===== src/rtl/esu_pkg.sv =====
package esu_pkg;
  localparam int DEF_NUM_EVT = 4;
  localparam int DEF_NUM_SEM = 4;
  localparam int DEF_CNT_W   = 4;
  localparam int DEF_UNIT_W  = 4;
  localparam int DEF_ADDR_W  = 4;
  localparam int DEF_TASK_W  = 4;
  localparam int DEF_QDEPTH  = 4;

  typedef enum logic {
    ROUTE_LOCAL  = 1'b0,
    ROUTE_REMOTE = 1'b1
  } route_e;
endpackage


===== src/rtl/esu_evt_detect.sv =====
module esu_evt_detect #(
  parameter int NUM_EVT = 4,
  parameter int EVT_W   = $clog2(NUM_EVT)
) (
  input  logic               clk,
  input  logic               rst,
  input  logic [NUM_EVT-1:0] evt_in,
  input  logic               take,
  output logic               sel_valid,
  output logic [EVT_W-1:0]   sel_idx
);
  logic [NUM_EVT-1:0] pend_q;

  for (genvar g = 0; g < NUM_EVT; g++) begin : g_line
    logic sync1_q, sync2_q, prev_q;
    logic clr;
    assign clr = take && (sel_idx == EVT_W'(g));

    always_ff @(posedge clk) begin
      if (rst) begin
        sync1_q   <= 1'b0;
        sync2_q   <= 1'b0;
        prev_q    <= 1'b0;
        pend_q[g] <= 1'b0;
      end else begin
        sync1_q   <= evt_in[g];
        sync2_q   <= sync1_q;
        prev_q    <= sync2_q;
        pend_q[g] <= (pend_q[g] && !clr) || (sync2_q && !prev_q);
      end
    end


    pend_hold_chk: assert property (@(posedge clk) disable iff (rst)
      (pend_q[g] && !clr) |=> pend_q[g])
      else $error("pending edge lost");
  end

  always_comb begin
    sel_valid = 1'b0;
    sel_idx   = '0;
    for (int i = NUM_EVT - 1; i >= 0; i--) begin
      if (pend_q[i]) begin
        sel_valid = 1'b1;
        sel_idx   = EVT_W'(i);
      end
    end
  end


  sel_pending_chk: assert property (@(posedge clk) disable iff (rst)
    take |-> (sel_valid && pend_q[sel_idx]))
    else $error("service of a line that is not pending");
endmodule


===== src/rtl/esu_cfg_table.sv =====
module esu_cfg_table #(
  parameter int NUM_EVT = 4,
  parameter int EVT_W   = $clog2(NUM_EVT),
  parameter int ADDR_W  = 4,
  parameter int SEM_W   = 2,
  parameter int UNIT_W  = 4
) (
  input  logic              clk,
  input  logic              rst,
  input  logic              we,
  input  logic [EVT_W-1:0]  widx,
  input  logic [ADDR_W-1:0] wnode,
  input  logic [SEM_W-1:0]  wsem,
  input  logic [UNIT_W-1:0] wunits,
  input  logic [EVT_W-1:0]  ridx,
  output logic [ADDR_W-1:0] rnode,
  output logic [SEM_W-1:0]  rsem,
  output logic [UNIT_W-1:0] runits
);
  localparam int ENT_W = ADDR_W + SEM_W + UNIT_W;

  logic [ENT_W-1:0] tbl [NUM_EVT];

  always_ff @(posedge clk) begin
    if (rst) begin
      for (int i = 0; i < NUM_EVT; i++) tbl[i] <= '0;
    end else if (we) begin
      tbl[widx] <= {wnode, wsem, wunits};
    end
  end

  assign {rnode, rsem, runits} = tbl[ridx];
endmodule


===== src/rtl/esu_sem_bank.sv =====
module esu_sem_bank #(
  parameter int NUM_SEM = 4,
  parameter int SEM_W   = $clog2(NUM_SEM),
  parameter int CNT_W   = 4,
  parameter int UNIT_W  = 4,
  parameter int TASK_W  = 4,
  parameter int QDEPTH  = 4
) (
  input  logic              clk,
  input  logic              rst,
  input  logic              credit_valid,
  input  logic [SEM_W-1:0]  credit_sem,
  input  logic [UNIT_W-1:0] credit_units,
  input  logic              wait_valid,
  input  logic [SEM_W-1:0]  wait_sem,
  input  logic [TASK_W-1:0] wait_task,
  output logic              wait_ready,
  output logic              grant_valid,
  output logic [SEM_W-1:0]  grant_sem,
  output logic [TASK_W-1:0] grant_task,
  output logic [NUM_SEM-1:0] sem_ovf
);
  localparam int PTR_W  = (QDEPTH > 1) ? $clog2(QDEPTH) : 1;
  localparam int FILL_W = $clog2(QDEPTH + 1);
  localparam int SUM_W  = CNT_W + UNIT_W + 1;
  localparam logic [SUM_W-1:0] CNT_MAX = SUM_W'({CNT_W{1'b1}});

  logic [NUM_SEM-1:0] elig, pop;
  logic [TASK_W-1:0]  head [NUM_SEM];
  logic [FILL_W-1:0]  fill [NUM_SEM];
  logic [SEM_W-1:0]   pick;

  for (genvar g = 0; g < NUM_SEM; g++) begin : g_sem
    logic [TASK_W-1:0] q_mem [QDEPTH];
    logic [PTR_W-1:0]  wp_q, rp_q;
    logic [FILL_W-1:0] fill_q;
    logic [CNT_W-1:0]  cnt_q;
    logic              ovf_q;
    logic              push;
    logic [SUM_W-1:0]  sum;

    assign push    = wait_valid && (wait_sem == SEM_W'(g)) && (fill_q != FILL_W'(QDEPTH));
    assign elig[g] = (fill_q != '0) && (cnt_q != '0);
    assign head[g] = q_mem[rp_q];
    assign fill[g] = fill_q;
    assign sem_ovf[g] = ovf_q;

    always_comb begin
      sum = SUM_W'(cnt_q);
      if (credit_valid && (credit_sem == SEM_W'(g))) sum = sum + SUM_W'(credit_units);
      sum = sum - SUM_W'(pop[g]);
    end

    always_ff @(posedge clk) begin
      if (push) q_mem[wp_q] <= wait_task;
    end

    always_ff @(posedge clk) begin
      if (rst) begin
        wp_q   <= '0;
        rp_q   <= '0;
        fill_q <= '0;
      end else begin
        if (push) wp_q <= (wp_q == PTR_W'(QDEPTH - 1)) ? '0 : wp_q + 1'b1;
        if (pop[g]) rp_q <= (rp_q == PTR_W'(QDEPTH - 1)) ? '0 : rp_q + 1'b1;
        fill_q <= fill_q + FILL_W'(push) - FILL_W'(pop[g]);
      end
    end

    always_ff @(posedge clk) begin
      if (rst) begin
        cnt_q <= '0;
        ovf_q <= 1'b0;
      end else if (sum > CNT_MAX) begin
        cnt_q <= CNT_MAX[CNT_W-1:0];
        ovf_q <= 1'b1;
      end else begin
        cnt_q <= sum[CNT_W-1:0];
      end
    end


    ovf_sticky_chk: assert property (@(posedge clk) disable iff (rst)
      ovf_q |=> ovf_q)
      else $error("overflow flag cleared");


    queue_bound_chk: assert property (@(posedge clk) disable iff (rst)
      fill_q <= FILL_W'(QDEPTH))
      else $error("wait queue overfilled");
  end

  always_comb begin
    pop  = '0;
    pick = '0;
    for (int i = NUM_SEM - 1; i >= 0; i--) begin
      if (elig[i]) begin
        pop  = '0;
        pop[i] = 1'b1;
        pick = SEM_W'(i);
      end
    end
  end

  assign wait_ready = (fill[wait_sem] != FILL_W'(QDEPTH));

  always_ff @(posedge clk) begin
    if (rst) begin
      grant_valid <= 1'b0;
      grant_sem   <= '0;
      grant_task  <= '0;
    end else begin
      grant_valid <= |pop;
      grant_sem   <= pick;
      grant_task  <= head[pick];
    end
  end


  one_grant_chk: assert property (@(posedge clk) disable iff (rst)
    $onehot0(pop))
    else $error("more than one grant in a cycle");
endmodule


===== src/rtl/esu_top.sv =====
module esu_top
  import esu_pkg::*;
#(
  parameter int NUM_EVT = DEF_NUM_EVT,
  parameter int NUM_SEM = DEF_NUM_SEM,
  parameter int CNT_W   = DEF_CNT_W,
  parameter int UNIT_W  = DEF_UNIT_W,
  parameter int ADDR_W  = DEF_ADDR_W,
  parameter int TASK_W  = DEF_TASK_W,
  parameter int QDEPTH  = DEF_QDEPTH,
  localparam int EVT_W  = $clog2(NUM_EVT),
  localparam int SEM_W  = $clog2(NUM_SEM)
) (
  input  logic               clk,
  input  logic               rst,
  input  logic [ADDR_W-1:0]  node_addr,
  input  logic [NUM_EVT-1:0] evt_in,
  input  logic               cfg_we,
  input  logic [EVT_W-1:0]   cfg_evt,
  input  logic [ADDR_W-1:0]  cfg_node,
  input  logic [SEM_W-1:0]   cfg_sem,
  input  logic [UNIT_W-1:0]  cfg_units,
  input  logic               wait_valid,
  input  logic [SEM_W-1:0]   wait_sem,
  input  logic [TASK_W-1:0]  wait_task,
  output logic               wait_ready,
  output logic               grant_valid,
  output logic [SEM_W-1:0]   grant_sem,
  output logic [TASK_W-1:0]  grant_task,
  output logic [NUM_SEM-1:0] sem_ovf,
  output logic               msg_valid,
  input  logic               msg_ready,
  output logic [ADDR_W-1:0]  msg_node,
  output logic [SEM_W-1:0]   msg_sem,
  output logic [UNIT_W-1:0]  msg_units
);
  logic              sel_valid, take, out_free;
  logic [EVT_W-1:0]  sel_idx;
  logic [ADDR_W-1:0] ent_node;
  logic [SEM_W-1:0]  ent_sem;
  logic [UNIT_W-1:0] ent_units;
  route_e            route;

  esu_evt_detect #(.NUM_EVT(NUM_EVT), .EVT_W(EVT_W)) u_detect (
    .clk(clk), .rst(rst), .evt_in(evt_in), .take(take),
    .sel_valid(sel_valid), .sel_idx(sel_idx)
  );

  esu_cfg_table #(
    .NUM_EVT(NUM_EVT), .EVT_W(EVT_W), .ADDR_W(ADDR_W), .SEM_W(SEM_W), .UNIT_W(UNIT_W)
  ) u_table (
    .clk(clk), .rst(rst), .we(cfg_we), .widx(cfg_evt), .wnode(cfg_node),
    .wsem(cfg_sem), .wunits(cfg_units), .ridx(sel_idx),
    .rnode(ent_node), .rsem(ent_sem), .runits(ent_units)
  );

  assign route    = (ent_node == node_addr) ? ROUTE_LOCAL : ROUTE_REMOTE;
  assign out_free = !msg_valid || msg_ready;
  assign take     = sel_valid && ((route == ROUTE_LOCAL) || out_free);

  esu_sem_bank #(
    .NUM_SEM(NUM_SEM), .SEM_W(SEM_W), .CNT_W(CNT_W), .UNIT_W(UNIT_W),
    .TASK_W(TASK_W), .QDEPTH(QDEPTH)
  ) u_bank (
    .clk(clk), .rst(rst),
    .credit_valid(take && (route == ROUTE_LOCAL)),
    .credit_sem(ent_sem), .credit_units(ent_units),
    .wait_valid(wait_valid), .wait_sem(wait_sem), .wait_task(wait_task),
    .wait_ready(wait_ready), .grant_valid(grant_valid), .grant_sem(grant_sem),
    .grant_task(grant_task), .sem_ovf(sem_ovf)
  );

  always_ff @(posedge clk) begin
    if (rst) begin
      msg_valid <= 1'b0;
      msg_node  <= '0;
      msg_sem   <= '0;
      msg_units <= '0;
    end else if (take && (route == ROUTE_REMOTE)) begin
      msg_valid <= 1'b1;
      msg_node  <= ent_node;
      msg_sem   <= ent_sem;
      msg_units <= ent_units;
    end else if (msg_ready) begin
      msg_valid <= 1'b0;
    end
  end


  msg_stall_chk: assert property (@(posedge clk) disable iff (rst)
    (msg_valid && !msg_ready) |=> (msg_valid && $stable(msg_node)
                                   && $stable(msg_sem) && $stable(msg_units)))
    else $error("outbound message changed while stalled");
endmodule


===== config.mk =====
export PLATFORM = sky130hd
export DESIGN_NAME = esu_top
export DESIGN_NICKNAME = d
export VERILOG_FILES = /design/src/rtl/esu_pkg.sv /design/src/rtl/esu_evt_detect.sv /design/src/rtl/esu_cfg_table.sv /design/src/rtl/esu_sem_bank.sv /design/src/rtl/esu_top.sv
export SDC_FILE = /design/constraint.sdc
export NUM_CORES = 1
export LEC_CHECK = 0
export ABC_AREA = 1
export BUFFER_PORTS_ARGS = -buffer_cell sky130_fd_sc_hd__buf_2
export CORE_ASPECT_RATIO = 0.7
export CORE_MARGIN = 4
export CORE_UTILIZATION = 50
export CTS_BUF_LIST = sky130_fd_sc_hd__clkbuf_8
export DETAILED_ROUTE_END_ITERATION = 10
export PLACE_DENSITY = 0.67
export SYNTH_ARGS = -nofsm -noshare
export SYNTH_HDL_FRONTEND = slang
export SYNTH_SLANG_ARGS = --single-unit
export TNS_END_PERCENT = 5

===== constraint.sdc =====
create_clock -name clk -period 3.5 [get_ports clk]
set_input_delay 0.7 -clock clk [delete_from_list [all_inputs] [get_ports clk]]
set_output_delay 0.7 -clock clk [all_outputs]
set_load 0.05 [all_outputs]

* After elaboration in Yosys (flattened, before gate mapping)
Memory sizes are Yosys's and may differ from the RTL's. A register that Yosys moved wholly into a read port is not among the register bits.
Index checks and enable logic that the tools add are counted.
** Operators by class
- Shift-type cells :: 0
- Divide/modulo/power cells :: 0
- Reduce and logical (&&, ||, !) cells :: 60
- Bitwise gates (word level) :: 2
- Muxes and demuxes :: 65
- $lt $le $gt $ge :: 6
- $add $sub $neg :: 24
- $mul :: 0
- Eq/ne operators :: 23
** Operator list (number)
- two-way mux 2 bit :: 25
- two-way mux 4 bit :: 10
- > comparator 9 x 4 -> 1 bit, second input constant :: 4
- two-way mux 9 bit :: 4
- subtractor 9 x 1 -> 9 bit :: 4
- logical AND 1 bit :: 31
- equality test 2 bit, second input constant :: 14
- two-way mux 1 bit :: 21
- adder 4 x 4 -> 5 bit :: 4
- adder 2 x 1 -> 2 bit, second input constant :: 8
- nonzero test 4 bit :: 4
- inequality test 3 bit, second input constant :: 5
- adder 3 x 1 -> 3 bit :: 4
- nonzero test 3 bit :: 4
- subtractor 3 x 1 -> 3 bit :: 4
- two-way mux 10 bit :: 1
- OR reduction 10 bit :: 1
- logical NOT 1 bit :: 9
- binary-select mux 4 bit (select 2 bit) :: 1
- binary-select mux 3 bit (select 2 bit) :: 1
- equality test 2 x 1 -> 1 bit, second input constant :: 3
- greater-or-equal comparator 3 bit, second input constant :: 2
- logical NOT 2 bit :: 3
- logical OR 1 bit :: 6
- 5 further kinds :: 7
** Storage, ports and cells
- ROM bits :: 0
- Memories :: 5
- Latch bits :: 0
- Bits in writable memories :: 104
- Logic and storage cells :: 228
- Bits in registers :: 82
** Memory list
- u_table.tbl :: depth 4, bits a word 10, read ports 1, clocked after Yosys merged registers in 0, write ports 4, RTL line esu_cfg_table.sv:22 : logic [ENT_W-1:0] tbl [NUM_EVT];
- u_bank.g_sem[0].q_mem :: depth 4, bits a word 4, read ports 1, clocked after Yosys merged registers in 1, write ports 1, RTL line esu_sem_bank.sv:34 : logic [TASK_W-1:0] q_mem [QDEPTH];
- u_bank.g_sem[1].q_mem :: depth 4, bits a word 4, read ports 1, clocked after Yosys merged registers in 1, write ports 1, RTL line esu_sem_bank.sv:34
- u_bank.g_sem[2].q_mem :: depth 4, bits a word 4, read ports 1, clocked after Yosys merged registers in 1, write ports 1, RTL line esu_sem_bank.sv:34
- u_bank.g_sem[3].q_mem :: depth 4, bits a word 4, read ports 1, clocked after Yosys merged registers in 1, write ports 1, RTL line esu_sem_bank.sv:34

* Depth between registers and ports, before layout
Gate-level depths: netlist of the first run.
An unclocked memory read counts as a cell.
- Word-level depth :: 14
- Gate-level depth with buffers :: 26
- Mapped depth without buffers :: 25

* Cells and area by module
Synthesis of the first run repeated with hierarchy kept, for this count alone.
** Second synthesis, totals
- Cells, all modules :: 1185
- Area total of the unflattened synthesis :: 9862.0 um^2
** By module, submodules not included
- esu_sem_bank :: instances 1, seq. area each 3183.1 um^2, cells each 801, area each 6729.0 um^2
- esu_cfg_table :: instances 1, seq. area each 1201.2 um^2, cells each 226, area each 1971.9 um^2
- esu_top :: instances 1, seq. area each 220.2 um^2, cells each 93, area each 630.6 um^2
- esu_evt_detect :: instances 1, seq. area each 320.3 um^2, cells each 65, area each 530.5 um^2

* Worst setup path before layout of the first run
OpenSTA, ideal clock, no wires.
- Path kind :: register to register
- Start :: reg u_detect.pend_q[2]
- End :: reg u_bank.g_sem[1].cnt_q[3]
- Period minus slack after synthesis :: 3.194 ns
- Arrival :: 3.066 ns
- Required time :: 3.372 ns
- Path buffers :: 1
- Stages on the path, launching flop included :: 25
- Library setup time :: 0.128 ns
- Slack :: 0.306 ns
- Cells stage by stage :: dfxtp_1 > inv_2 > nand2_4 > nand2_4 > nand2_4 > buf_12 > inv_1 > nand2_1 > nand3_1 > o221ai_1 > inv_1 > ha_1 > fa_1 > nand2_1 > nand2_1 > inv_1 > ha_1 > nand2_1 > nor2_1 > ha_1 > inv_1 > nor2_1 > nand3_2 > nor2_1 > nor2_1
** Between the ends
- Elaborated cells between the ends (all ways) :: 18
** RTL lines
- start, declared :: RTL line esu_evt_detect.sv:12 : logic [NUM_EVT-1:0] pend_q;
- start signal, assigned by index :: RTL line esu_evt_detect.sv:29 : pend_q[g] <= (pend_q[g] && !clr) || (sync2_q && !prev_q);
- two-way mux 2 bit * (3 in series) :: RTL line esu_evt_detect.sv:43 : if (pend_q[i]) begin
- memory read (4 x 10 bit) *
- net ent_units[0] :: RTL line esu_top.sv:41 : logic [UNIT_W-1:0] ent_units;
- adder 4 x 4 -> 5 bit * :: RTL line esu_sem_bank.sv:50 : if (credit_valid && (credit_sem == SEM_W'(g))) sum = sum + SUM_W'(credit_units);
- two-way mux 9 bit * :: RTL line esu_sem_bank.sv:50
- subtractor 9 x 1 -> 9 bit * :: RTL line esu_sem_bank.sv:51 : sum = sum - SUM_W'(pop[g]);
- > comparator 9 x 4 -> 1 bit :: RTL line esu_sem_bank.sv:74 : end else if (sum > CNT_MAX) begin
- two-way mux 4 bit * :: RTL line esu_sem_bank.sv:74
- end signal, assigned :: RTL line esu_sem_bank.sv:75 : cnt_q <= CNT_MAX[CNT_W-1:0];
- end signal, assigned :: RTL line esu_sem_bank.sv:78 : cnt_q <= sum[CNT_W-1:0];
- end, declared :: RTL line esu_sem_bank.sv:37 : logic [CNT_W-1:0] cnt_q;
The timed path passes the listed nets; every way through them passes the cells marked *.
A chain may end at the register's enable or synchronous reset.

* Worst setup path in the final report of the first run
- Start :: reg u_detect.pend_q[2]
- End :: reg u_bank.g_sem[2].cnt_q[3]
** Between the ends
- Elaborated cells between the ends (all ways) :: 18
** RTL lines (RTL line)
- two-way mux 2 bit * (3 in series) :: esu_evt_detect.sv:43
- memory read (4 x 10 bit) *
- net ent_units[0] :: esu_top.sv:41
- adder 4 x 4 -> 5 bit * :: esu_sem_bank.sv:50
- two-way mux 9 bit * :: esu_sem_bank.sv:50
- subtractor 9 x 1 -> 9 bit * :: esu_sem_bank.sv:51
- > comparator 9 x 4 -> 1 bit :: esu_sem_bank.sv:74
- two-way mux 4 bit * :: esu_sem_bank.sv:74
- end signal, assigned :: esu_sem_bank.sv:75
- end signal, assigned :: esu_sem_bank.sv:78
- end, declared :: esu_sem_bank.sv:37
Marks and branches as above.

==> summary.md, run 1 <==
| Metric | Value |
|---|---|
| Clock skew | 0.0169 ns |
| Clock sinks | 194 |
| Critical path's largest stage delay | 0.48 ns |
| First-pass GRT wire length | 31,800 microns |
| Hold WC Path Type | flop to flop |
| Post-route cell area | about 11,000 sq um |
| Post-layout min period | 3.30 ns |
| Initial antenna violation count | 0 |
| Ys Warns | 0 |
| Via count | 6,825 |
| IO Pins | 54 |
| Area Growth Syn to Fin | 11.5% |
| Final Max Tran Viols | 0 |
| Cell Chain, Critical Path | buf_4 > or2_1 > nand2_4 > nand3_1 > o221ai_2 > inv_2 > buf_12 > ha_1 > fa_1 > nand2_1 > nand2_2 > inv_1 > ha_2 > nand2_1 > nor2_1 > ha_1 > inv_1 > nor2_1 > nand3_2 > nor2_1 > nor2_1 |
| Top cells by area, synth | edfxtp_1 33%, dfxtp_1 19%, ha_1 7.4% |
| Root Driver | clkbuf_8 |
| Largest area contributor in the netlist | edfxtp_1 |
| Crit path DAT | 3.63 ns |
| Die ar. | about 21,000 sq um |
| Synth Register Bits | 194 |
| Worst-Margin Slew | 0.771 ns |
| Fin crit share | 94.4% |
| Latest clock arrival within the worst-skew pair | 0.47 ns |
| Port bufs | 53 |
| Syn Inst Count | 1,013 |
| Most common cell in the netlist | nor2_1 |
| Cell area after synthesis | between 9000 and 10,000 sq um |
| CTS clock-pin slew for the worst setup and hold paths | 0.11 ns |
| Max-cap violation count | 0 |
| Largest net degree at the start of global routing | 55 |
| Unique cell type count in the Yosys netlist | 49 |
| Yosys top cell area share | 33.1% |
| CP Class | flop to flop |
| F_max | between 0.3 and 0.4 GHz |
| Worst path bufs/invs | 5 |
| Startpoint Class | flop |
| Worst path slowest cell | fa_1 |
| Status | finished, final reports clean |
| DP Wirelength | between 10,000 and 15,000 microns |
| Final hold vios | 0 |
| Max-slew headroom | 48.3% |
| Number of clock buffers inserted by TritonCTS | 17 |
| Core Footprint | around 18,000 sq um |
| Post-placement cell area | 9940 sq um |
| Unrepaired setup endpoints after global routing | yes |
| H-tree Lvls | 4 |
| Tot GR Track Use | about 19% |
| Congestion Overflow GR | 0 |
| Synth top cells by count | 168 x nor2_1, 152 x inv_1, 128 x nand2_1 |
| Asr flop ratio synth | 0% |
| GPL Wtd Cong | 0.845 |
| DR vias/cell | 5.15 |
| Switching portion of total power | 39.5% |
| Worst VDD drop | 255 uV |
| NumNets Final | 1,171 |
| Final wirelength | 19,700 microns |
| Inserted Diodes | 0 |
| Mean Syn Cell Area | 9.31 sq um |
| Clock Path Buffers | 2 |
| TritonCTS clock tree | done |
| Share of cells above drive strength 1 | 15.7% |
| Rows | 41 |
| Drt pass-1 iters | 7 |
| CP endpoint kind | flop |
| Seq/Total Area, Yosys | 52.2% |
| Post-synth EDFFs | 104 |
| Reg power frac | 42.3% |
| Syn nets | 1,108 |
| Top cell family by delay on the critical path | adder cells |
| Clock share of power | 21.7% |
| Critical-path maximum fanout | 7 |
| P_leak | 4.70 nW |
| Pwr Density | 659 nW/um^2 |
| Setup TNS | 0 ns |
| DRC viols | 0 |
| Sw Pwr | 2.74 mW |
| Primary FF master, synth | edfxtp_1 |
| Die Width | between 150 and 200 microns |
| Antenna Nets Post-Route | 0 |
| WP data required | around 3.8 ns |
| Die Ht | approximately 120 microns |
| Cell Int Power | ~4.2 mW |
| DRT iter0 DRCs | about 600 |
| Setup violators final | 0 |
| Starting density of the core | 51.6% |
| Wirelength per Cell | between 10 and 15 microns |
| Most used cell, CP | nor2_1 |
| Number of global-route vias before repair | 6,107 |
| Combinational Power Share | 36.0% |
[logic make-up (layout without fill, tap and decap cells)]
group	count (synthesis)	after routing	synth area share, %
adder cells (fa/ha/maj)	64	64	9.13
AND/OR/NAND/NOR	396	396	19.0
buffers and inverters	186	262	7.79
XOR/XNOR	15	15	1.39
flip-flops	194	194	52.2
multiplexers	8	8	0.849
AO/OA/AOI/OAI	150	150	9.66
[metal layers]
metal / GRT usage (%) / wire [microns] / vias to the layer above
li1: - / - / 3485
met1: 30.6 / 10400 / 3152
met2: 26.8 / 8080 / 172
met3: 4.22 / 1040 / 16
met4: 4.52 / 152 / 0
met5: 0 / 0 / -
[layout by cell type (no fill, tap or decap), drive strengths merged, types with 10 or more instances in the layout]
cell type,n
dfxtp,90
nand4,16
nor2,176
o21ai,59
o221ai,13
nand2,149
a21oi,39
nand3,36
o22ai,10
ha,56
clkbuf,17
inv,165
buf,71
nor3,13
edfxtp,104
[path summary, 6_finish.rpt]
path	start	to	slack (ns)	cells past startpoint
worst max-delay path	u_detect.pend_q[2]$_SDFF_PP0_	u_bank.g_sem[2].cnt_q[3]$_SDFF_PP0_	0.20	21
worst min-delay path	u_detect.g_line[0].prev_q$_SDFF_PP0_	u_detect.pend_q[0]$_SDFF_PP0_	0.41	1
worst max register to register	u_detect.pend_q[2]$_SDFF_PP0_	u_bank.g_sem[2].cnt_q[3]$_SDFF_PP0_	0.20	21
worst min register to register	u_detect.g_line[0].prev_q$_SDFF_PP0_	u_detect.pend_q[0]$_SDFF_PP0_	0.41	1
[sequential cells by signal, summed over array words and instances, names as in the netlist, 8 cells and up, named ones only]
name,count
u_bank.g_sem.rp_q,8
u_bank.g_sem.wp_q,8
u_bank.g_sem.q_mem,64
u_table.tbl,40
u_bank.g_sem.cnt_q,16
u_bank.g_sem.fill_q,12
[repair_timing]
item	4_1_cts	5_1_grt
setup endpoints to repair	10	20
gates resized for setup	1	23
hold buffers	0	0
gates cloned	0	0
pin swaps	0	10
buffers inserted	0	7
[stage by stage]
step,hold WS (ns),worst slack [ns],total power [mW],utilization (%),cells
after CTS,0.393,0.0349,6.90,56.7,1318
after global routing,0.408,-0.0395,7.47,57.6,1325
after floorplan,0.388,0.306,4.84,-,1013
final,0.405,0.197,6.92,57.6,1325
after detailed placement,0.396,0.00997,5.39,54.4,1286
after global placement,0.396,0.0133,5.35,54.4,1286
[power groups by stage]
stage	Clock [mW]	Sequential (mW)	Combinational (mW)
floorplan	0	3.05	1.78
global placement	0	2.98	2.37
detailed placement	0	2.98	2.42
CTS	1.54	2.93	2.43
global route	1.65	2.97	2.85
finish	1.50	2.93	2.49
[worst reg2reg max path: cells and delay by family, from the launching register on]
family / cells / cell delay [ns]
flops: 1 / 0.34
fa+ha+maj: 4 / 1.14
buf+inv: 5 / 0.48
simple gates: 11 / 1.11
compound gates: 1 / 0.10
[cell type report]
cell class	instances	area, sq um
fillers	1637	7750
clock inverters	15	183
clock buffers	17	234
inverters	159	599
multi-input cells	633	3860
flip-flops and latches	194	4930
well taps	236	295
repair buffers	71	417
Note: power is estimated with default switching activity, not from simulation.
==> run 2, diff against run 1 <==
--- a/config.mk
+++ b/config.mk
@@ -5,7 +5,6 @@
 export SDC_FILE = /design/constraint.sdc
 export NUM_CORES = 1
 export LEC_CHECK = 0
-export ABC_AREA = 1
 export BUFFER_PORTS_ARGS = -buffer_cell sky130_fd_sc_hd__buf_2
 export CORE_ASPECT_RATIO = 0.7
 export CORE_MARGIN = 4
@@ -13,6 +12,7 @@
 export CTS_BUF_LIST = sky130_fd_sc_hd__clkbuf_8
 export DETAILED_ROUTE_END_ITERATION = 10
 export PLACE_DENSITY = 0.67
+export REMOVE_ABC_BUFFERS = 1
 export SYNTH_ARGS = -nofsm -noshare
 export SYNTH_HDL_FRONTEND = slang
 export SYNTH_SLANG_ARGS = --single-unit
==> summary.md, run 2 <==
| Metric | Value |
|---|---|
| Status | finished, violations left |
| Violated checks | setup timing |
| Reg power frac | 39.2% |
| CTS Hold Bufs | 0 |
| Final Max Tran Viols | 0 |
| Via count | roughly 6,500 |
| Initial antenna violation count | 0 |
| Switching portion of total power | 35.9% |
| Unrepaired setup endpoints after global routing | yes |
| Clock share of power | 19.8% |
| Setup violators final | 20 |
| Number of clock buffers inserted by TritonCTS | 17 |
| Total chip power | 7.53 mW |
| Pwr Density | 667 nW/um^2 |
| Root Driver | clkbuf_8 |
| Starting density of the core | 51.6% |
| Seq/Total Area, Yosys | between 50 and 60% |
| WP data required | 3.85 ns |
| Biggest register | u_bank.g_sem.q_mem |
| Hold WS | 0.438 ns |
| Share of cells above drive strength 1 | around 28% |
| Register area | 4940 sq um |
| P_leak | 4.56 nW |
| Critical-path maximum fanout | 7 |
| Commonest non-fill, non-tap cell in the layout | edfxtp_1 |
| Hold Path Cell Cnt | 2 |
| Hold endpoint | u_detect.g_line[3].sync1_q$_SDFF_PP0_ |
| Clock Path Buffers | 2 |
| DRT iter0 DRCs | 608 |
| H-tree Lvls | 4 |
| Final Util | 61.9% |
| Area Growth Syn to Fin | 19.9% |
| Largest net degree at the start of global routing | 51 |
| Fin crit share | 105% |
| Final wirelength | 20,500 microns |
| F_max | 0.273 GHz |
| Clock sinks | 194 |
| Max-cap violation count | 0 |
| Primary FF master, synth | edfxtp_1 |
| GPL Wtd Cong | about 0.9 |
| Regs by FF count | u_bank.g_sem.q_mem (64), u_table.tbl (40), u_bank.g_sem.cnt_q (16) |
| Drt pass-1 iters | 7 |
| Post-placement cell area | 10,500 sq um |
| Multi-input logic area | 4460 sq um |
| Combinational Power Share | 41.1% |
| Cell Int Power | around 4.8 mW |
| Synth top cells by count | 104 x edfxtp_1, 90 x dfxtp_1, 80 x nor2_1 |
| Largest register FFs | 64 |
| Hold WC Path Type | input port to flop |
| Worst VDD drop | 256 uV |
| Number of global-route vias before repair | 6,519 |
| Setup TNS | -2.45 ns |
| DRC viols | 0 |
| Inserted Diodes | 0 |
| Port bufs | 53 |
| Die Ht | 123 microns |
| Wirelength per Cell | 17.1 microns |
| Top cells by area, synth | edfxtp_1 33%, dfxtp_1 19%, ha_1 7.4% |
| Reg2reg start | u_detect.pend_q[2]$_SDFF_PP0_ |
| Crit path DAT | 4.01 ns |
| Fillers | 1,417 |
| Reg2Reg Depth | 18 |
| Core Footprint | 18,300 sq um |
| Yosys top cell area share | between 30% and 40% |
| Die ar. | 21,100 sq um |
| Largest area contributor in the netlist | edfxtp_1 |
| Most common cell in the netlist | edfxtp_1 |
| Cell Chain, Critical Path | nand2b_4 > a21oi_4 > buf_6 > mux2i_4 > nor2_1 > a31oi_1 > o21ai_1 > buf_4 > buf_6 > fa_2 > mux2i_1 > ha_2 > a21boi_2 > ha_1 > nor2b_4 > nor2b_4 > a32o_2 > a21oi_1 |
| Final hold vios | 0 |
| Flop2flop setup slack | -0.16 ns |
| Synth Register Bits | roughly 190 |
| Post-synth EDFFs | between 100 and 150 |
| Critical path's largest stage delay | about 0.58 ns |
| Rows | approximately 40 |
| Syn Inst Count | 808 |
| Worst path slowest cell | fa_2 |
| Clock skew | 0.0130 ns |
| R2r endpoint | u_bank.g_sem[0].cnt_q[0]$_SDFF_PP0_ |
| Die Width | 172 microns |
| DP Wirelength | about 15,000 microns |
| Slack of the critical path | -0.160 ns |
| Worst-Margin Slew | just over 0.7 ns |
| Max-slew headroom | 51.7% |
| Sw Pwr | 2.70 mW |
| Unique cell type count in the Yosys netlist | between 60 and 70 |
| Ys Warns | 0 |
| CP Class | flop to flop |
| Post-layout min period | roughly 3.7 ns |
| Latest clock arrival within the worst-skew pair | 0.47 ns |
| Post-route cell area | 11,300 sq um |
| Tot GR Track Use | 20.5% |
| Commonest non-fill, non-tap cells in the layout | 104 x edfxtp_1, 94 x buf_4, 86 x dfxtp_1, 80 x nor2_1, 57 x and2_1 |
| Congestion Overflow GR | 0 |
| Hold Crit Start | evt_in[3] |
| Asr flop ratio synth | 0% |
| DR vias/cell | 5.40 |
| Startpoint Class | flop |
| Cell area after synthesis | 9430 sq um |
| IO Pins | 54 |
| NumNets Final | around 1,000 |
| Mean Syn Cell Area | 11.7 sq um |
| Antenna Nets Post-Route | 0 |
| First-pass GRT wire length | between 30,000 and 40,000 microns |
| TritonCTS clock tree | done |
| CTS clock-pin slew for the worst setup and hold paths | 0.10 ns |
| CP endpoint kind | flop |
-- run 2: cell count changes after synthesis, moves of 12 or more --
cell	delta
nand2b_1	+15
mux2i_1	+34
mux4_2	+17
and2_1	+57
nor2b_1	+31
o21ai_0	-43
nor2_1	-88
nand3_1	-29
nand2_1	-98
nand2_2	-17
inv_1	-117
nand4_1	-12
-- run 2: logic make-up (layout without fill, tap and decap cells) --
| group | after synthesis | after routing | synth area share (%) |
|---|---|---|---|
| AND/OR/NAND/NOR | 270 | 270 | 15.5 |
| flip-flops | 194 | 194 | 52.3 |
| AO/OA/AOI/OAI | 122 | 122 | 8.43 |
| buffers and inverters | 68 | 222 | 3.19 |
| adder cells (fa/ha/maj) | 64 | 64 | 9.13 |
| multiplexers | 61 | 61 | 8.76 |
| XOR/XNOR | 29 | 29 | 2.69 |
-- run 2: critical path: cells and delay by family (launching register included) --
kind	cells	cell delay, ns
muxes	2	0.32
DFF	1	0.38
AOI/OAI and AO/OA	6	0.80
buffers and inverters	3	0.45
and+or+nand+nor	4	0.54
adders and majority gates	3	1.04
-- run 2: stage by stage --
step                cells  setup slack [ns]
floorplan             775            -0.863
global placement     1155            -0.263
detailed placement   1155            -0.385
CTS                  1197            -0.112
global route         1198            -0.370
finish               1198            -0.160
-- run 2: repair_timing --
item                       CTS  global route
pin swaps                   33             8
buffers inserted            10             1
setup endpoints to repair   20            20
resized for setup           62            13
-- run 2: layout make-up --
type	instances	area share, %
clock buffers	18	2.19
clock inverters	14	1.42
inverters	35	1.16
multi-input cells	546	39.4
flip-flops and latches	194	43.7
well taps	236	2.61
repair buffers	155	9.47
-- run 2: how the worst max path moves through the flow --
stage,from,end,slack [ns],depth (start not counted)
after floorplan,u_detect.pend_q[3]$_SDFF_PP0_,u_bank.g_sem[3].cnt_q[0]$_SDFF_PP0_,-0.86,17
after global placement,u_detect.pend_q[3]$_SDFF_PP0_,u_bank.g_sem[0].cnt_q[0]$_SDFF_PP0_,-0.26,17
after detailed placement,u_detect.pend_q[3]$_SDFF_PP0_,u_bank.g_sem[0].cnt_q[3]$_SDFF_PP0_,-0.38,17
after CTS,u_detect.pend_q[2]$_SDFF_PP0_,u_bank.g_sem[0].ovf_q$_SDFFE_PP0N_,-0.11,18
after global routing,u_detect.pend_q[2]$_SDFF_PP0_,u_bank.g_sem[0].cnt_q[0]$_SDFF_PP0_,-0.37,18
final,u_detect.pend_q[2]$_SDFF_PP0_,u_bank.g_sem[0].cnt_q[0]$_SDFF_PP0_,-0.16,18
-- run 2: metal layers --
layer | wire [microns] | track usage [%] | vias up
met4 | 231 | 4.61 | 0
met1 | 9880 | 29.0 | 3142
met3 | 899 | 4.70 | 20
li1 | - | - | 3168
met5 | 0 | 0 | -
met2 | 9470 | 32.3 | 138
-- run 2: power by group through the flow --
stage | Sequential, mW | Combinational (mW) | Clock, mW
after floorplan | 3.14 | 1.68 | 0
after global placement | 2.98 | 2.69 | 0
after detailed placement | 3.00 | 2.82 | 0
after CTS | 2.95 | 3.03 | 1.51
after global routing | 2.99 | 3.41 | 1.62
final | 2.95 | 3.09 | 1.49
